**config.mk**
```make
export PLATFORM = sky130hd
export DESIGN_NAME = dual_pwm_gen
export DESIGN_NICKNAME = d
export VERILOG_FILES = /design/src/rtl/pwm_pkg.sv /design/src/rtl/pwm_regbank.sv /design/src/rtl/pwm_prescaler.sv /design/src/rtl/pwm_phase_fsm.sv /design/src/rtl/dual_pwm_gen.sv
export SDC_FILE = /design/constraint.sdc
export NUM_CORES = 1
export LEC_CHECK = 0
export BUFFER_PORTS_ARGS = -buffer_cell sky130_fd_sc_hd__buf_4
export CAP_MARGIN = 40
export CORE_ASPECT_RATIO = 1.1
export CORE_MARGIN = 2
export CORE_UTILIZATION = 45
export DETAILED_ROUTE_END_ITERATION = 10
export PLACE_DENSITY_LB_ADDON = 0.2
export SLEW_MARGIN = 10
export SYNTH_ARGS = -nofsm -noshare
export SYNTH_HDL_FRONTEND = slang
export SYNTH_HIERARCHICAL = 1
export SYNTH_SLANG_ARGS = --single-unit
```
**constraint.sdc**
```tcl
create_clock -name clk -period 4.1 [get_ports clk]
set_clock_uncertainty 0.2 [all_clocks]
set_input_delay 0.82 -clock clk [delete_from_list [all_inputs] [get_ports clk]]
set_output_delay 0.82 -clock clk [all_outputs]
set_load 0.1 [all_outputs]
```
**src/rtl/pwm_pkg.sv**
```systemverilog
package pwm_pkg;
    localparam int NCH       = 2;
    localparam int REG_W     = 32;
    localparam int HI_LSB    = 16;
    localparam int LO_LSB    = 0;
    localparam int SEL_LSB   = 4;
    localparam int SEL_STEP  = 2;
    localparam int DIV_LSB   = 8;
    localparam int DIV_STEP  = 8;
    localparam int GATE_LSB  = 15;
    localparam logic [3:0] CTRL_ADDR = 4'h8;

    typedef enum logic [1:0] {
        PH_IDLE = 2'd0,
        PH_HIGH = 2'd1,
        PH_LOW  = 2'd2
    } phase_e;
endpackage

```
**src/rtl/pwm_regbank.sv**
```systemverilog
module pwm_regbank
    import pwm_pkg::*;
#(
    parameter int CNT_W = 16,
    parameter int DIV_W = 7,
    parameter int SEL_W = 2
) (
    input  logic                            clk,
    input  logic                            rst_n,
    input  logic                            we,
    input  logic [3:0]                      addr,
    input  logic [REG_W-1:0]                wdata,
    output logic [REG_W-1:0]                rdata,
    output logic [NCH-1:0][CNT_W-1:0]       hi_cnt,
    output logic [NCH-1:0][CNT_W-1:0]       lo_cnt,
    output logic [NCH-1:0]                  en,
    output logic [NCH-1:0]                  gate,
    output logic [NCH-1:0][SEL_W-1:0]       sel,
    output logic [NCH-1:0][DIV_W-1:0]       div
);
    logic [NCH-1:0][REG_W-1:0] cnt_q;
    logic [REG_W-1:0]          ctrl_q;

    always_ff @(posedge clk) begin
        if (!rst_n) begin
            cnt_q  <= '0;
            ctrl_q <= '0;
        end else if (we) begin
            for (int c = 0; c < NCH; c++) begin
                if (addr == 4'(c * 4)) cnt_q[c] <= wdata;
            end
            if (addr == CTRL_ADDR) ctrl_q <= wdata;
        end
    end

    always_comb begin
        rdata = '0;
        for (int c = 0; c < NCH; c++) begin
            if (addr == 4'(c * 4)) rdata = cnt_q[c];
        end
        if (addr == CTRL_ADDR) rdata = ctrl_q;
    end

    for (genvar c = 0; c < NCH; c++) begin : g_fields
        assign hi_cnt[c] = cnt_q[c][HI_LSB +: CNT_W];
        assign lo_cnt[c] = cnt_q[c][LO_LSB +: CNT_W];
        assign en[c]     = ctrl_q[c];
        assign sel[c]    = ctrl_q[SEL_LSB + SEL_STEP * c +: SEL_W];
        assign div[c]    = ctrl_q[DIV_LSB + DIV_STEP * c +: DIV_W];
        assign gate[c]   = ctrl_q[GATE_LSB + DIV_STEP * c];
    end
endmodule

```
**src/rtl/pwm_prescaler.sv**
```systemverilog
module pwm_prescaler #(
    parameter int DIV_W = 7,
    parameter int N_SRC = 4,
    parameter int SEL_W = 2
) (
    input  logic             clk,
    input  logic             rst_n,
    input  logic             run,
    input  logic [SEL_W-1:0] sel,
    input  logic [DIV_W-1:0] div,
    input  logic [N_SRC-1:0] src_tick,
    output logic             tick
);
    logic [DIV_W-1:0] pcnt_q;
    logic             strobe;
    logic             wrap;

    assign strobe = src_tick[sel];
    assign wrap   = (pcnt_q >= div);
    assign tick   = run && strobe && wrap;

    always_ff @(posedge clk) begin
        if (!rst_n || !run) begin
            pcnt_q <= '0;
        end else if (strobe) begin
            pcnt_q <= wrap ? '0 : pcnt_q + 1'b1;
        end
    end
endmodule

```
**src/rtl/pwm_phase_fsm.sv**
```systemverilog
module pwm_phase_fsm
    import pwm_pkg::*;
#(
    parameter int CNT_W = 16
) (
    input  logic             clk,
    input  logic             rst_n,
    input  logic             en,
    input  logic             tick,
    input  logic [CNT_W-1:0] hi_in,
    input  logic [CNT_W-1:0] lo_in,
    output logic             pwm,
    output logic             active
);
    phase_e           state_q, state_n;
    logic [CNT_W-1:0] cnt_q, cnt_n;
    logic [CNT_W-1:0] hi_q, hi_n;
    logic [CNT_W-1:0] lo_q, lo_n;
    logic             last_high, last_low;

    assign last_high = (cnt_q == hi_q - CNT_W'(1));
    assign last_low  = (lo_q == '0) || (cnt_q == lo_q - CNT_W'(1));

    always_comb begin
        state_n = state_q;
        cnt_n   = cnt_q;
        hi_n    = hi_q;
        lo_n    = lo_q;
        unique case (state_q)
            PH_IDLE: begin
                if (en) begin
                    hi_n    = hi_in;
                    lo_n    = lo_in;
                    cnt_n   = '0;
                    state_n = (hi_in == '0) ? PH_LOW : PH_HIGH;
                end
            end
            PH_HIGH: begin
                if (!en) begin
                    state_n = PH_IDLE;
                end else if (tick) begin
                    if (last_high) begin
                        cnt_n   = '0;
                        state_n = PH_LOW;
                    end else begin
                        cnt_n = cnt_q + 1'b1;
                    end
                end
            end
            PH_LOW: begin
                if (!en) begin
                    state_n = PH_IDLE;
                end else if (tick) begin
                    if (last_low) begin
                        hi_n    = hi_in;
                        lo_n    = lo_in;
                        cnt_n   = '0;
                        state_n = (hi_in == '0) ? PH_LOW : PH_HIGH;
                    end else begin
                        cnt_n = cnt_q + 1'b1;
                    end
                end
            end
            default: state_n = PH_IDLE;
        endcase
    end

    always_ff @(posedge clk) begin
        if (!rst_n) begin
            state_q <= PH_IDLE;
            cnt_q   <= '0;
            hi_q    <= '0;
            lo_q    <= '0;
        end else begin
            state_q <= state_n;
            cnt_q   <= cnt_n;
            hi_q    <= hi_n;
            lo_q    <= lo_n;
        end
    end

    always_comb begin
        pwm    = (state_q == PH_HIGH) && en;
        active = (state_q != PH_IDLE);
    end
endmodule

```
**src/rtl/dual_pwm_gen.sv**
```systemverilog
module dual_pwm_gen
    import pwm_pkg::*;
#(
    parameter int CNT_W = 16,
    parameter int DIV_W = 7,
    parameter int N_SRC = 4
) (
    input  logic             clk,
    input  logic             rst_n,
    input  logic             bus_we,
    input  logic [3:0]       bus_addr,
    input  logic [31:0]      bus_wdata,
    output logic [31:0]      bus_rdata,
    input  logic [N_SRC-1:0] src_tick,
    output logic [NCH-1:0]   pwm_out
);
    localparam int SEL_W = $clog2(N_SRC);

    logic [NCH-1:0][CNT_W-1:0] ch_hi, ch_lo;
    logic [NCH-1:0]            ch_en, ch_gate, ch_tick, ch_active;
    logic [NCH-1:0][SEL_W-1:0] ch_sel;
    logic [NCH-1:0][DIV_W-1:0] ch_div;

    pwm_regbank #(.CNT_W(CNT_W), .DIV_W(DIV_W), .SEL_W(SEL_W)) u_regs (
        .clk    (clk),
        .rst_n  (rst_n),
        .we     (bus_we),
        .addr   (bus_addr),
        .wdata  (bus_wdata),
        .rdata  (bus_rdata),
        .hi_cnt (ch_hi),
        .lo_cnt (ch_lo),
        .en     (ch_en),
        .gate   (ch_gate),
        .sel    (ch_sel),
        .div    (ch_div)
    );

    for (genvar c = 0; c < NCH; c++) begin : g_ch
        pwm_prescaler #(.DIV_W(DIV_W), .N_SRC(N_SRC), .SEL_W(SEL_W)) u_pre (
            .clk      (clk),
            .rst_n    (rst_n),
            .run      (ch_gate[c] && ch_active[c] && ch_en[c]),
            .sel      (ch_sel[c]),
            .div      (ch_div[c]),
            .src_tick (src_tick),
            .tick     (ch_tick[c])
        );

        pwm_phase_fsm #(.CNT_W(CNT_W)) u_fsm (
            .clk    (clk),
            .rst_n  (rst_n),
            .en     (ch_en[c]),
            .tick   (ch_tick[c]),
            .hi_in  (ch_hi[c]),
            .lo_in  (ch_lo[c]),
            .pwm    (pwm_out[c]),
            .active (ch_active[c])
        );
    end
endmodule

```
==> results summary <==
The post-cts repair resize count is 0. The first-pass iteration count of the detailed router came out at 5. The synthesized design spends more area on one cell type than any other, namely sky130_fd_sc_hd__dfxtp_1. The x dimension of the die came out at 163 um. The chip height is 179 um. Sorting the synthesized cells by how often they occur yields sky130_fd_sc_hd__nand2_1 (267), sky130_fd_sc_hd__dfxtp_1 (210), sky130_fd_sc_hd__mux2i_1 (138). Entering global routing, the biggest net connects 65 pins. The detailed-route wire length per cell is 17.9 um. The last weighted congestion value of the routability-driven placer is 0.927.

Traced cell by cell, the critical path runs through inv_1 > ha_1 > nor3b_2 > nand2_1 > mux2_2 > a2111oi_0 > nor3_1 > a31oi_4 > buf_4 > o21ai_0 > a21oi_1. The delay of the slowest cell on the worst path came out at 0.71 ns. On the critical path, the stage with the largest delay is an instance of sky130_fd_sc_hd__a31oi_4. The slew at the pin closest to its max-slew limit is 0.836 ns.

The finished layout holds 1896 standard cells, fillers aside. The portion of the clock cycle consumed by the worst path in the final layout came out at 91.2%. Among cell families on the critical path, the largest total delay comes from compound AO/OA/AOI/OAI gates. The peak clock frequency supported by timing came out at 267 MHz.

The final wirelength came out at 33.9 mm. Pin placement for this block handled 77 I/O pins. The number of buffers and inverters on the critical path is 2. The number of global-route vias before repair is 10100. The quantity of hold-fixing buffers added after cts is 0. Data on the critical path is required at its endpoint by 4.34 ns. Cells fill 50.5% of the core in the end.

Counting cells, the worst reg-to-reg path comes to 11. The vias after detailed routing came out at 10900. In this run the critical register-to-register path is launched from g_ch[0].u_fsm/lo_q[0]. The leakage power is 5.66 nW. Along the worst hold path, the cell count comes to 2. The critical path endpoint category is a register. The number of placed instances, taps included, is 1851. The max-slew violation count came out at 0. The DRC violation count after routing came out at 0.

The run finished with clean final reports. The count of max-cap constraint violations came out at 0. The per-instance average area after synthesis came out at 8.24 um^2. The cell area after technology mapping is 12500 um^2. The area share of the largest cell type after synthesis is 33.5%.

In this run the worst path has a maximum fanout of 26. The area of the core came out at 27600 um^2. The arrival time at the worst endpoint is 3.98 ns. In the synthesized netlist, the number of instances is 1523. The initial core utilization came out at 45.4%.

The number of clock buffers added by TritonCTS is 25. The sort of element at the start of the critical path is a register. The overall global routing resource usage came out at 22.9%. The layout cell share with drive strength beyond 1 came out at 11.6%. The primary flip-flop cell chosen by synthesis mapping is sky130_fd_sc_hd__dfxtp_1.

The count of warnings emitted by yosys came out at 6. The synthesis-stage register bit count is 210. The worst hold path belongs to the class reg -> reg. The final critical-path required period came out at 3.74 ns. The clock-pin transition on the worst setup and hold timing paths is 0.06 ns. The count of different cell masters after synthesis came out at 87. The buffer cell driving the clock tree root is sky130_fd_sc_hd__clkbuf_16.

The total die area is 29200 um^2. The number of nets at the end of the flow is 1592. The first global-routing pass estimated 54.1 mm of wire. The synthesized net count is 1600. The relative area change from synthesis to final layout is 11.1%. For hold timing, the worst endpoint is u_regs/ctrl_q[2]. The total of buffers placed on input and output ports came out at 76. The antenna violation net count after detailed routing came out at 0. The count of final hold-check violations is 0. The critical path is of the reg -> reg type.

After detailed routing, the number of vias per cell comes to 5.75. Yosys attributes the largest share of cell area to sky130_fd_sc_hd__dfxtp_1 (34%), sky130_fd_sc_hd__mux2i_1 (11%), sky130_fd_sc_hd__nand2_1 (8.0%). Post-CTS timing repair inserted 0 buffers for setup. The share of synthesized area occupied by flip-flops and latches is 33.5%.

The sink count of the clock tree is 210. For this run the aggregate overflow at the end of global routing stands at 0. The number of standard-cell rows in the floorplan came out at 64. The buffer depth of the longest clock path is 3. The source-to-sink clock delay at the later pin of the worst-skew pair is 0.52 ns.

The worst register-to-register path has a setup slack of 0.36 ns. Power comes to 0.00469 W. Yosys instantiated no cell more often than sky130_fd_sc_hd__nand2_1. Dividing total power by cell area gives a power density of 337 nW/um^2.

In this run the most critical hold path is launched from u_regs/ctrl_q[2]. The worst ir drop on vdd is 0.000302 V. The number of violations reported at the end of detailed-routing iteration 0 is 780.

The number of H-tree levels is 1. The final antenna diode count is 0. Setup repair after global routing left no endpoint under its margin. The clock tree from TritonCTS is done. The HPWL after detailed placement came out at 24.4 mm.

The endpoint identified for the worst register-to-register timing path is g_ch[0].u_fsm/hi_q[4]. The count of flip-flops with a built-in enable after synthesis came out at 0. The number of antenna violations at the first check in global routing came to 0. Setup violations remaining at the end of the flow were counted as 0. For this run, asynchronously set or reset flops after synthesis account for 0%.

Headroom to the max-slew limit came out at 44.3%.
-- cells by family (layout without fill, tap and decap cells) --
family,count (synthesis),count (layout),share of synthesized area [%]
AOI/OAI and AO/OA,301,301,16.2
muxes,142,142,11.5
and+or+nand+nor,562,562,21.7
DFF,210,210,33.5
xor gates and xnor gates,95,95,6.63
adders and majority gates,34,34,3.39
buffers and inverters,179,189,7.03
-- worst reg2reg max path: stages, from the launching register on --
cell,delay (ns)
sky130_fd_sc_hd__dfxtp_1,0.35
sky130_fd_sc_hd__inv_1,0.11
sky130_fd_sc_hd__ha_1,0.28
sky130_fd_sc_hd__nor3b_2,0.40
sky130_fd_sc_hd__nand2_1,0.14
sky130_fd_sc_hd__mux2_2,0.29
sky130_fd_sc_hd__a2111oi_0,0.40
sky130_fd_sc_hd__nor3_1,0.15
sky130_fd_sc_hd__a31oi_4,0.71
sky130_fd_sc_hd__buf_4,0.34
sky130_fd_sc_hd__o21ai_0,0.12
sky130_fd_sc_hd__a21oi_1,0.17
-- power by group --
group	switching, W	internal [W]
registers	0.0000266	0.00206
logic	0.000256	0.000139
clock network	0.000870	0.00134
-- metrics by stage --
step | worst slack, ns | setup TNS, ns | area, um^2 | hold slack [ns]
floorplan | -0.452 | -14.11 | 12500 | 0.239
global placement | 0.475 | 0 | 13100 | 0.245
detailed placement | 0.392 | 0 | 13100 | 0.256
CTS | 0.383 | 0 | 13900 | 0.266
global route | 0.0214 | 0 | 13900 | 0.278
finish | 0.359 | 0 | 13900 | 0.264
-- per-layer routing --
metal  wire [um]  GRT usage, %  share of wire, %
met4         816          6.71               2.4
met2       16100          38.8                48
met5           0             0                 0
met3        1480          2.38               4.4
met1       15500          30.7                46
-- how the worst max path moves through the flow --
stage | startpoint | end | slack, ns | cells past startpoint
after global placement | g_ch[0].u_fsm/lo_q[0] | g_ch[0].u_fsm/cnt_q[6] | 0.47 | 10
final | g_ch[0].u_fsm/lo_q[0] | g_ch[0].u_fsm/hi_q[4] | 0.36 | 11
after CTS | g_ch[0].u_fsm/lo_q[0] | g_ch[0].u_fsm/cnt_q[9] | 0.38 | 10
after floorplan | bus_addr[1] | bus_rdata[10] | -0.45 | 3
after global routing | g_ch[0].u_fsm/lo_q[0] | g_ch[0].u_fsm/hi_q[8] | 0.02 | 11
after detailed placement | g_ch[0].u_fsm/lo_q[0] | g_ch[0].u_fsm/cnt_q[9] | 0.39 | 10
-- sequential cells by signal, summed over array words and instances (netlist names) --
register and cells:
u_regs/ctrl_q 32, g_ch.u_fsm/cnt_q 32, g_ch.u_fsm/lo_q 32, g_ch.u_fsm/state_q 4
g_ch.u_fsm/hi_q 32, g_ch.u_pre/pcnt_q 14, u_regs/lo_cnt 32, u_regs/hi_cnt 32
-- cell type report --
| type | count | area [um^2] |
|---|---|---|
| sequential | 210 | 4200 |
| multi-input combinational | 1134 | 7500 |
| inverter | 45 | 169 |
| tap | 363 | 454 |
| fill | 2654 | 13700 |
| timing repair buffer | 99 | 797 |
| clock inverter | 9 | 105 |
| clock buffer | 36 | 717 |
-- placed cells by master (no fill, tap or decap), types with 11 or more instances in the layout --
| cell | netlist | layout |
|---|---|---|
| sky130_fd_sc_hd__o21ai_0 | 123 | 123 |
| sky130_fd_sc_hd__a21oi_1 | 48 | 48 |
| sky130_fd_sc_hd__clkbuf_16 | 0 | 25 |
| sky130_fd_sc_hd__nand4_1 | 17 | 17 |
| sky130_fd_sc_hd__nor4_1 | 19 | 19 |
| sky130_fd_sc_hd__ha_1 | 34 | 34 |
| sky130_fd_sc_hd__nand3_1 | 99 | 98 |
| sky130_fd_sc_hd__and3_1 | 12 | 12 |
| sky130_fd_sc_hd__o311a_1 | 21 | 21 |
| sky130_fd_sc_hd__buf_4 | 26 | 94 |
| sky130_fd_sc_hd__a211oi_1 | 23 | 23 |
| sky130_fd_sc_hd__nor2_1 | 39 | 38 |
| sky130_fd_sc_hd__nand2_1 | 267 | 267 |
| sky130_fd_sc_hd__inv_1 | 44 | 44 |
| sky130_fd_sc_hd__o22a_1 | 11 | 11 |
| sky130_fd_sc_hd__xnor2_1 | 55 | 55 |
| sky130_fd_sc_hd__mux2i_1 | 138 | 138 |
| sky130_fd_sc_hd__nor2b_1 | 13 | 13 |
| sky130_fd_sc_hd__nor3_1 | 26 | 26 |
| sky130_fd_sc_hd__xor2_1 | 40 | 40 |
| sky130_fd_sc_hd__dfxtp_1 | 210 | 210 |
(Power assumes the default switching activity.)
